File: config.mk
export PLATFORM = sky130hd
export DESIGN_NAME = brc_req_ctrl
export DESIGN_NICKNAME = d
export VERILOG_FILES = /design/src/rtl/brc_pkg.sv /design/src/rtl/brc_code_decode.sv /design/src/rtl/brc_space_calc.sv /design/src/rtl/brc_word_counter.sv /design/src/rtl/brc_req_ctrl.sv
export SDC_FILE = /design/constraint.sdc
export NUM_CORES = 1
export LEC_CHECK = 0
export CORE_UTILIZATION = 55
export CTS_CLUSTER_DIAMETER = 60
export DETAILED_ROUTE_END_ITERATION = 7
export PLACE_DENSITY = 0.89
export SLEW_MARGIN = 20
export SYNTH_ARGS = -nofsm -noshare
export SYNTH_HDL_FRONTEND = slang
export SYNTH_HIERARCHICAL = 1
export SYNTH_SLANG_ARGS = --single-unit
File: constraint.sdc
create_clock -name clk -period 9.3 [get_ports clk]
set_input_delay 1.395 -clock clk [delete_from_list [all_inputs] [get_ports clk]]
set_output_delay 1.395 -clock clk [all_outputs]
set_load 0.01 [all_outputs]
File: src/rtl/brc_pkg.sv
package brc_pkg;

   typedef enum logic [1:0] {
      BRC_IDLE = 2'd0,
      BRC_ASK  = 2'd1,
      BRC_MOVE = 2'd2
   } brc_state_e;

   localparam int BRC_CODED_MAX  = 128;
   localparam int BRC_THRESH_MAX = 16;
   localparam int BRC_RAW_W      = 8;

   // threshold in dwords: 1, 4, 8, 16
   function automatic int brc_thresh_words(input logic [1:0] code);
      return (code == 2'd0) ? 1 : (2 << code);
   endfunction

   function automatic int brc_cap(input int depth);
      return (depth < BRC_CODED_MAX) ? depth : BRC_CODED_MAX;
   endfunction

endpackage

File: src/rtl/brc_code_decode.sv
module brc_code_decode #(
   parameter int FIFO_DEPTH = 256,
   parameter int LEN_W      = 8
) (
   input  logic [2:0]       burst_code,
   input  logic [1:0]       thresh_code,
   output logic [LEN_W-1:0] burst_words,
   output logic [LEN_W-1:0] thresh_words
);
   import brc_pkg::*;

   localparam int CAP = brc_cap(FIFO_DEPTH);

   logic [BRC_RAW_W-1:0] raw_words;

   assign raw_words    = BRC_RAW_W'(1) << burst_code;
   assign thresh_words = LEN_W'(brc_thresh_words(thresh_code));

   generate
      if (FIFO_DEPTH >= BRC_CODED_MAX) begin : g_full
         assign burst_words = LEN_W'(raw_words);
      end else begin : g_clamp
         assign burst_words = (raw_words > BRC_RAW_W'(CAP)) ? LEN_W'(CAP)
                                                            : LEN_W'(raw_words);
      end
   endgenerate

endmodule

File: src/rtl/brc_space_calc.sv
module brc_space_calc #(
   parameter int FIFO_DEPTH = 256,
   parameter int LVL_W      = 9
) (
   input  logic             rd_mode,
   input  logic [LVL_W-1:0] level,
   output logic [LVL_W-1:0] avail
);
   localparam logic [LVL_W-1:0] DEPTH_V = LVL_W'(FIFO_DEPTH);

   logic [LVL_W-1:0] free_slots;
   logic [LVL_W-1:0] valid_words;

   assign free_slots  = (level >= DEPTH_V) ? '0 : (DEPTH_V - level);
   assign valid_words = (level > DEPTH_V) ? DEPTH_V : level;
   assign avail       = rd_mode ? free_slots : valid_words;

endmodule

File: src/rtl/brc_word_counter.sv
module brc_word_counter #(
   parameter int LEN_W = 8
) (
   input  logic             clk,
   input  logic             rst_n,
   input  logic             load,
   input  logic [LEN_W-1:0] load_val,
   input  logic             step,
   output logic             last
);
   logic [LEN_W-1:0] remaining_q;

   always_ff @(posedge clk) begin
      if (!rst_n) begin
         remaining_q <= '0;
      end else if (load) begin
         remaining_q <= load_val;
      end else if (step && (remaining_q != '0)) begin
         remaining_q <= remaining_q - LEN_W'(1);
      end
   end

   assign last = step && (remaining_q == LEN_W'(1));

endmodule

File: src/rtl/brc_req_ctrl.sv
module brc_req_ctrl #(
   parameter  int FIFO_DEPTH = 256,
   localparam int LVL_W      = $clog2(FIFO_DEPTH + 1),
   localparam int LEN_W      = $clog2(brc_pkg::brc_cap(FIFO_DEPTH) + 1)
) (
   input  logic             clk,
   input  logic             rst_n,
   input  logic             rd_mode,
   input  logic [2:0]       burst_code,
   input  logic [1:0]       thresh_code,
   input  logic [LVL_W-1:0] fifo_level,
   input  logic             bus_grant,
   input  logic             word_strobe,
   output logic             req,
   output logic [LEN_W-1:0] burst_len
);
   import brc_pkg::*;

   localparam int CMP_W = (LVL_W > LEN_W) ? LVL_W : LEN_W;

   generate
      if (FIFO_DEPTH < BRC_THRESH_MAX) begin : g_bad_depth
         $error("brc_req_ctrl: FIFO_DEPTH must hold the largest threshold");
      end
   endgenerate

   brc_state_e       state_q;
   logic [LEN_W-1:0] len_q;
   logic [LEN_W-1:0] burst_words;
   logic [LEN_W-1:0] thresh_words;
   logic [LVL_W-1:0] avail;
   logic [CMP_W-1:0] avail_x;
   logic [CMP_W-1:0] burst_x;
   logic [CMP_W-1:0] thresh_x;
   logic             qualify;
   logic [LEN_W-1:0] issue_len;
   logic             cnt_load;
   logic             cnt_step;
   logic             cnt_last;

   brc_code_decode #(
      .FIFO_DEPTH (FIFO_DEPTH),
      .LEN_W      (LEN_W)
   ) u_decode (
      .burst_code   (burst_code),
      .thresh_code  (thresh_code),
      .burst_words  (burst_words),
      .thresh_words (thresh_words)
   );

   brc_space_calc #(
      .FIFO_DEPTH (FIFO_DEPTH),
      .LVL_W      (LVL_W)
   ) u_space (
      .rd_mode (rd_mode),
      .level   (fifo_level),
      .avail   (avail)
   );

   assign avail_x   = CMP_W'(avail);
   assign burst_x   = CMP_W'(burst_words);
   assign thresh_x  = CMP_W'(thresh_words);
   assign qualify   = (avail_x >= thresh_x);
   assign issue_len = (avail_x < burst_x) ? LEN_W'(avail_x) : burst_words;

   assign cnt_load = (state_q == BRC_ASK) && bus_grant;
   assign cnt_step = (state_q == BRC_MOVE) && word_strobe;

   brc_word_counter #(
      .LEN_W (LEN_W)
   ) u_count (
      .clk      (clk),
      .rst_n    (rst_n),
      .load     (cnt_load),
      .load_val (len_q),
      .step     (cnt_step),
      .last     (cnt_last)
   );

   always_ff @(posedge clk) begin
      if (!rst_n) begin
         state_q <= BRC_IDLE;
         len_q   <= '0;
      end else begin
         case (state_q)
            BRC_IDLE: begin
               if (qualify) begin
                  state_q <= BRC_ASK;
                  len_q   <= issue_len;
               end
            end
            BRC_ASK: begin
               if (bus_grant) begin
                  state_q <= BRC_MOVE;
               end
            end
            BRC_MOVE: begin
               if (cnt_last) begin
                  state_q <= BRC_IDLE;
               end
            end
            default: state_q <= BRC_IDLE;
         endcase
      end
   end

   assign req       = (state_q == BRC_ASK);
   assign burst_len = len_q;

endmodule

==> results of run 1 <==
==> placed cells by master (no fill, tap or decap), types with 2 or more instances in the layout <==
| cell type | instances |
|---|---|
| a211oi_1 | 13 |
| inv_1 | 25 |
| nand3_1 | 7 |
| nor4_1 | 2 |
| nor4b_1 | 3 |
| a31oi_1 | 7 |
| nor3b_1 | 9 |
| a211o_1 | 2 |
| nor2_1 | 13 |
| nor3_1 | 5 |
| o211ai_1 | 2 |
| and2_1 | 2 |
| xnor2_1 | 3 |
| mux2i_1 | 8 |
| conb_1 | 4 |
| a21oi_1 | 19 |
| clkdlybuf4s50_1 | 27 |
| o21ai_0 | 10 |
| or4b_1 | 2 |
| ha_1 | 20 |
| and3b_2 | 3 |
| or3_1 | 2 |
| clkbuf_4 | 3 |
| nand2b_1 | 3 |
| dfxtp_1 | 18 |
| nor2b_1 | 6 |
| o32ai_1 | 2 |
| nand2_1 | 11 |
==> state kept, by name, indices dropped and copies added (netlist names) <==
| register | cells |
|---|---|
| u_count/remaining_q | 8 |
| state_q | 2 |
| burst_len | 8 |
==> where the power goes <==
group / internal [mW] / total (mW) / switching (mW)
sequential: 0.0873 / 0.0969 / 0.00967
clock: 0.0150 / 0.0368 / 0.0217
combinational: 0.0531 / 0.109 / 0.0561
total: 0.155 / 0.243 / 0.0875
==> final timing paths <==
kind,to,slack (ns),from
worst max-delay path,burst_len[7],4.15,fifo_level[0]
worst min-delay path,burst_len[4],0.54,burst_len[4]
worst min register to register,burst_len[4],0.54,burst_len[4]
worst max register to register,u_count/remaining_q[3],7.46,u_count/remaining_q[0]
==> layout make-up <==
type                       count  share of cell area (%)
clock buffer                   3                    1.08
inverter                      26                    4.67
multi-input combinational    178                    61.5
sequential                    18                    17.2
tap                           44                    2.63
timing repair buffer          27                    12.9
==> cells in the mapped netlist, types with 3 or more instances <==
cell,number,area [um^2]
clkbuf_1,3,11.3
nor2b_1,6,37.5
dfxtp_1,18,360
nor4b_1,3,26.3
and3b_2,3,30.0
nand3_1,7,35.0
a31oi_1,7,43.8
buf_4,4,30.0
a211oi_1,13,97.6
inv_1,25,93.8
nand2_1,11,41.3
nor3_1,5,25.0
o21ai_0,10,50.1
a21oi_1,19,95.1
nor2_1,13,48.8
nand2b_1,3,18.8
xnor2_1,3,26.3
ha_1,20,250
nor3b_1,9,67.6
mux2i_1,8,80.1
==> routing by layer <==
metal  up-vias  wire length, um  part of all wire [%]
li1        882                -                     -
met1       792             1670                    45
met2        27             1910                    52
met3         6               76                   2.0
met4         0               53                   1.4
met5         -                0                     0
==> critical path: cells and delay by family <==
| kind | cells | cell delay, ns |
|---|---|---|
| buf+inv | 2 | 0.59 |
| compound gates | 5 | 1.23 |
| mux | 1 | 0.29 |
| simple gates | 4 | 1.00 |
| fa+ha+maj | 3 | 0.81 |
==> logic make-up after synthesis <==
kind of cell / share of synthesized area, %
mux: 4.48
flops: 20.1
simple gates: 27.0
other cells: 0.210
compound gates: 24.1
fa+ha+maj: 14.0
xor+xnor: 1.47
buf+inv: 8.67
==> through the flow <==
stage	util [%]	hold WS (ns)	setup WS [ns]
after floorplan	-	0.481	4.86
after global placement	67.2	0.517	3.95
after detailed placement	67.2	0.531	3.87
after CTS	67.9	0.544	4.17
after global routing	67.9	0.579	3.89
final	67.9	0.541	4.15
==> impl_summary.log, run 1 <==
[metrics] clock sink count: 18
[metrics] number of buffers created by CTS: 3
[metrics] Avg Cell Area, Syn: 7.85 um^2
[metrics] layout cell share with drive strength beyond 1: 5.16%
[metrics] share of flip-flops with an asynchronous set or reset after synthesis: 0%
[metrics] cell type of the slowest stage on the worst timing path: clkdlybuf4s50_1
[metrics] WL final: 3.71 mm
[metrics] vias after detailed routing: 1,707
[metrics] HP Class: reg2reg
[metrics] area used by multi-input combinational logic: 1280 um^2
[metrics] gr busiest metal: met2
[metrics] Unique masters post-synth: 51
[metrics] site row count: 20
[metrics] endpoint arrival time on the critical path: 5.32 ns
[metrics] top flip-flop cell by instance count after synthesis: dfxtp_1
[metrics] setup tns final: 0 ns
[metrics] #FFs+latches synth: 18
[metrics] Pins Over Slew Limit: 0
[metrics] Slew @ Worst Pin: 0.706 ns
[metrics] Static Leak: 0.791 nW
[metrics] first-pass GRT wire length: 6.43 mm
[metrics] largest net degree at the start of global routing: 12
[metrics] clock transition time at the flip-flop clock pins of the worst setup and hold paths: 0.09 ns
[metrics] core outline area: 3080 um^2
[metrics] Diodes inserted: 0
[metrics] post-DR wirelength/cell: 12.5 um
[metrics] Sequential cell area: 360 um^2
[metrics] clock insertion delay at the later pin of the skew report: 0.28 ns
[metrics] via count of the first global-routing pass: 1,593
[metrics] GRT Residual Overflow: 0
[metrics] category of the worst setup path launch point: input port
[metrics] worst rel slew slack: 52.3%
[metrics] Initial DRT Pass Iterations: 4
[metrics] number of standard cells in the layout, taps in and fillers out: 296
[metrics] Die Outline Area: 3490 um^2
[metrics] cell area after layout: 2090 um^2
[metrics] count of input and output buffers: 27
[metrics] Final Cycle Share: 55.4%
[metrics] number of warnings printed during yosys synthesis: 6
[metrics] kind of critical path: in2reg
[metrics] number of instances in the placed design: 293
[metrics] largest buffer count on any clock path: 2
[metrics] total power per unit cell area: 116 nW/um^2
[metrics] grt met2 use: 44.8%
[metrics] chip width: 59.0 um
[metrics] height of the chip: 59.0 um
[metrics] cts repair resizes: 0
[metrics] min Tclk post-route: 5.15 ns
[metrics] kind of end point of the critical path: register
[metrics] hold-fix buffer count after cts: 0
[metrics] number of buffers added for setup after CTS: 0
[metrics] gate count of the mapped netlist: 228
[metrics] level count of the clock H-tree: 1
[metrics] required time of the critical path: 9.47 ns
[metrics] met1 track demand over resource: 27.6%
[metrics] Root Buffer: clkbuf_4
[metrics] starting DRC count in detailed routing: 36
[metrics] netlist area before placement: 1790 um^2
[metrics] sequential element share of the synthesized area: 20.1%
[metrics] clock skew: 0.00226 ns
[metrics] initial antenna violation count: 0
[metrics] effective utilization at floorplan: 58.1%
[metrics] RD Place Congestion: 0.880
[metrics] DPL Wire Length: 3.11 mm
[metrics] total cell area at the placement stage: 2070 um^2
[metrics] maximum vdd ir drop: 56.3 uV
[metrics] Antenna Violating Nets Remaining: 0
[metrics] GRT Util Overall: 23.6%
[metrics] run status: complete, no violations
[metrics] I/O pin count: 28
[metrics] fillcell total: 280
[metrics] TritonCTS clock tree: built
[metrics] Final #Nets: 293
[metrics] peak fanout along the critical path: 9
[metrics] unrepaired setup endpoints after global routing: no
[metrics] Crit path largest cell delay: 0.52 ns
[metrics] cell count of the worst reg-to-reg path: 6
[metrics] Hold Path Depth: 2
[metrics] Fmax achieved: 194 MHz
[metrics] signed area change from the synthesized netlist to the final layout: 16.9%
[metrics] max-cap check violation count: 0
[metrics] Via density: 5.77
[metrics] cell repeated most along the worst path: ha_1
[metrics] final count of negative-setup-slack endpoints: 0
[metrics] series of cell instances along the critical path: clkdlybuf4s50_1 > inv_1 > ha_1 > nor3b_1 > nor3b_1 > ha_1 > nand2b_1 > or3_2 > a21oi_1 > ha_1 > a211oi_1 > o32ai_1 > a41oi_4 > mux2i_1 > a211oi_1
[metrics] Overall Power: 243 uW
[metrics] Final Hold Vio Count: 0
[metrics] Post-synth EDFFs: 0
[metrics] number of remaining DRC errors: 0
[metrics] met3 Track Usage GR: 1.53%
Power figures use the tool's default switching activity.
==> run 2, diff against run 1 <==
Settings changed: CORE_UTILIZATION 55 to 49, PLACE_DENSITY 0.89 to 0.85.
Clock period 9.3 ns to 4.2 ns, I/O delays scaled along.
==> run 2 against run 1 <==
Against the previous run:
- setup slack worse by 3.9 ns
- critical path depth is 1 higher
- worst hold slack better by 0.0046 ns
- largest cell class unchanged
- total power grew 140%
- utilization shrank 1.5 points
- combinational power rose by 140%
- clock-buffer cell count is 1 higher
- sequential power grew 120%
- die area is 12% higher
- global-route usage down 2.1 points
- clock power rose to 2.9 times the previous value
==> impl_summary.log, run 2 (synthesis gave the netlist of run 1 again) <==
[metrics] fillcell total: 292 (+4.3%)
[metrics] largest net degree at the start of global routing: 12 (unchanged)
[metrics] first-pass GRT wire length: 6.98 mm (+8.5%)
[metrics] Worst R2R End: u_count/remaining_q[3]
[metrics] Static Leak: 0.898 nW (+14%)
[metrics] kind of end point of the critical path: register
[metrics] cell area after layout: 2270 um^2 (+8.5%)
[metrics] post-DR wirelength/cell: 12.6 um (+0.63%)
[metrics] number of buffers created by CTS: 3 (unchanged)
[metrics] GRT Residual Overflow: 0 (unchanged)
[metrics] site row count: 21 (+5.0%)
[metrics] Antenna Violating Nets Remaining: 0 (unchanged)
[metrics] Fmax achieved: 253 MHz
[metrics] largest buffer count on any clock path: 2 (unchanged)
[metrics] clock sink count: 18 (unchanged)
[metrics] Via density: 5.49 (-4.8%)
[metrics] highest metal layer with signal wires: met4
[metrics] Final Hold Vio Count: 0 (unchanged)
[metrics] cell count of the worst reg-to-reg path: 6 (unchanged)
[metrics] min Tclk post-route: 3.96 ns
[metrics] signed area change from the synthesized netlist to the final layout: 26.8%
[metrics] worst rel slew slack: 61.0% (+8.7 points)
[metrics] total cell area at the placement stage: 2230 um^2 (+7.6%)
[metrics] clock skew: 0.00655 ns (+0.00428 ns)
[metrics] HP Class: reg2reg
[metrics] chip width: 62.4 um (+5.7%)
[metrics] kind of critical path: in2reg
[metrics] Slew @ Worst Pin: 0.582 ns (-0.124 ns)
[metrics] Hold Path Depth: 1 (-1)
[metrics] height of the chip: 62.4 um (+5.7%)
[metrics] I/O pin count: 28 (unchanged)
[metrics] cell repeated most along the worst path: ha_1
[metrics] count of input and output buffers: 27 (unchanged)
[metrics] Pins Over Slew Limit: 0 (unchanged)
[metrics] required time of the critical path: 4.37 ns (-5.10 ns)
[metrics] Critical R2R Launch: u_count/remaining_q[0]
[metrics] number of buffers added for setup after CTS: 0 (unchanged)
[metrics] most common cell after layout, fill and taps aside: clkdlybuf4s50_1
[metrics] met1 wire length: 1.91 mm (+14%)
[metrics] hold-fix buffer count after cts: 0 (unchanged)
[metrics] highest-count cells in the layout ignoring fill and taps: clkdlybuf4s50_1, inv_1, ha_1, a21oi_1
[metrics] series of cell instances along the critical path: clkdlybuf4s50_1 > inv_1 > ha_1 > nor3b_1 > nor3b_1 > ha_1 > or4b_1 > a31oi_1 > buf_4 > ha_1 > a211oi_1 > nand2_1 > a41oi_4 > buf_12 > mux2i_1 > a211oi_1
[metrics] layout cell share with drive strength beyond 1: 12.5% (+7.3 points)
[metrics] via count of the first global-routing pass: 1,685 (+5.8%)
[metrics] clock insertion delay at the later pin of the skew report: 0.29 ns (about the same)
[metrics] register-to-register setup slack: 2.35 ns (-5.11 ns)
[metrics] category of the worst setup path launch point: input port
[metrics] Diodes inserted: 0 (unchanged)
[metrics] cell type of the slowest stage on the worst timing path: or4b_1
[metrics] total power per unit cell area: 259 nW/um^2 (+120%)
[metrics] Final #Nets: 312 (+6.5%)
[metrics] RD Place Congestion: 0.863 (-2.0%)
[metrics] Crit path largest cell delay: 0.52 ns (about the same)
[metrics] Endpoint, Worst Hold: state_q[0]
[metrics] cts repair resizes: 0 (unchanged)
[metrics] core outline area: 3420 um^2 (+11%)
[metrics] Sequential cell area: 360 um^2 (unchanged)
[metrics] run status: complete, no violations
[metrics] Final Cycle Share: 94.2%
[metrics] number of remaining DRC errors: 0 (unchanged)
[metrics] area used by multi-input combinational logic: 1290 um^2 (+0.49%)
[metrics] Root Buffer: clkbuf_4
[metrics] peak fanout along the critical path: 8 (-1)
[metrics] GRT Util Overall: 21.5% (-2.1 points)
[metrics] Die Outline Area: 3900 um^2 (+12%)
[metrics] TritonCTS clock tree: built
[metrics] total met3 wirelength after detailed routing: 105 um (+38%)
[metrics] number of standard cells in the layout, taps in and fillers out: 318 (+7.4%)
[metrics] clock transition time at the flip-flop clock pins of the worst setup and hold paths: 0.11 ns (+0.02 ns)
[metrics] effective utilization at floorplan: 52.4% (-5.7 points)
[metrics] initial antenna violation count: 0 (unchanged)
[metrics] final count of negative-setup-slack endpoints: 0 (unchanged)
[metrics] max-cap check violation count: 0 (unchanged)
[metrics] endpoint arrival time on the critical path: 4.13 ns (-1.19 ns)
[metrics] met2 routed WL: 1.95 mm (+2.1%)
[metrics] Initial DRT Pass Iterations: 4 (unchanged)
[metrics] unrepaired setup endpoints after global routing: no
[metrics] starting DRC count in detailed routing: 109 (+200%)
[metrics] DPL Wire Length: 3.26 mm (+4.8%)
[metrics] level count of the clock H-tree: 1 (unchanged)
[metrics] Overall Power: 588 uW (+140%)
[metrics] vias after detailed routing: 1,746 (+2.3%)
[metrics] final core area utilization: 66.4% (-1.5 points)
[metrics] setup tns final: 0 ns (unchanged)
[metrics] hold wc startpoint: state_q[1]
[metrics] maximum vdd ir drop: 105 uV (+87%)
[metrics] number of instances in the placed design: 314 (+7.2%)
[metrics] WL final: 4.01 mm (+8.1%)
[run 2: cell types whose count changed in the layout (fill, tap and decap cells not counted), sizes merged]
cell,change
buf,+19
clkbuf,+1
[run 2: layer usage]
layer	vias to the layer above	track usage, %
met5	-	0
met4	0	8.43
met3	6	2.37
met2	32	38.2
met1	784	26.1
li1	924	-
[run 2: where the power goes]
| group | switching, mW | leakage (nW) | total (mW) | internal, mW |
|---|---|---|---|---|
| clock | 0.0541 | 0.0210 | 0.107 | 0.0528 |
| combinational | 0.129 | 0.730 | 0.265 | 0.136 |
| sequential | 0.0224 | 0.148 | 0.216 | 0.193 |
[run 2: cell type report]
class | instances | share of cell area, %
repair buffers | 46 | 18.8
multi-input cells | 178 | 56.9
clock buffers | 4 | 1.60
well taps | 46 | 2.54
inverters | 26 | 4.30
flip-flops and latches | 18 | 15.9
[run 2: worst max path at each step]
stage,startpoint,endpoint,slack (ns)
6_report,fifo_level[0],burst_len[5],0.24
5_1_grt,fifo_level[0],burst_len[6],0.01
4_1_cts,fifo_level[0],burst_len[5],0.26
3_5_place_dp,fifo_level[0],burst_len[5],-0.03
3_3_place_gp,fifo_level[0],burst_len[5],0.03
2_1_floorplan,fifo_level[0],burst_len[0],0.53
[run 2: worst max-delay path: cells and delay by family]
kind | cells | cell delay [ns]
buffers and inverters | 4 | 0.86
AOI/OAI and AO/OA | 4 | 0.81
adders and majority gates | 3 | 0.66
and+or+nand+nor | 4 | 0.94
muxes | 1 | 0.23
[run 2: stage by stage]
step | setup WS, ns | hold slack [ns]
floorplan | 0.526 | 0.481
global placement | 0.0301 | 0.504
detailed placement | -0.0323 | 0.530
CTS | 0.259 | 0.544
global route | 0.0133 | 0.580
finish | 0.243 | 0.545
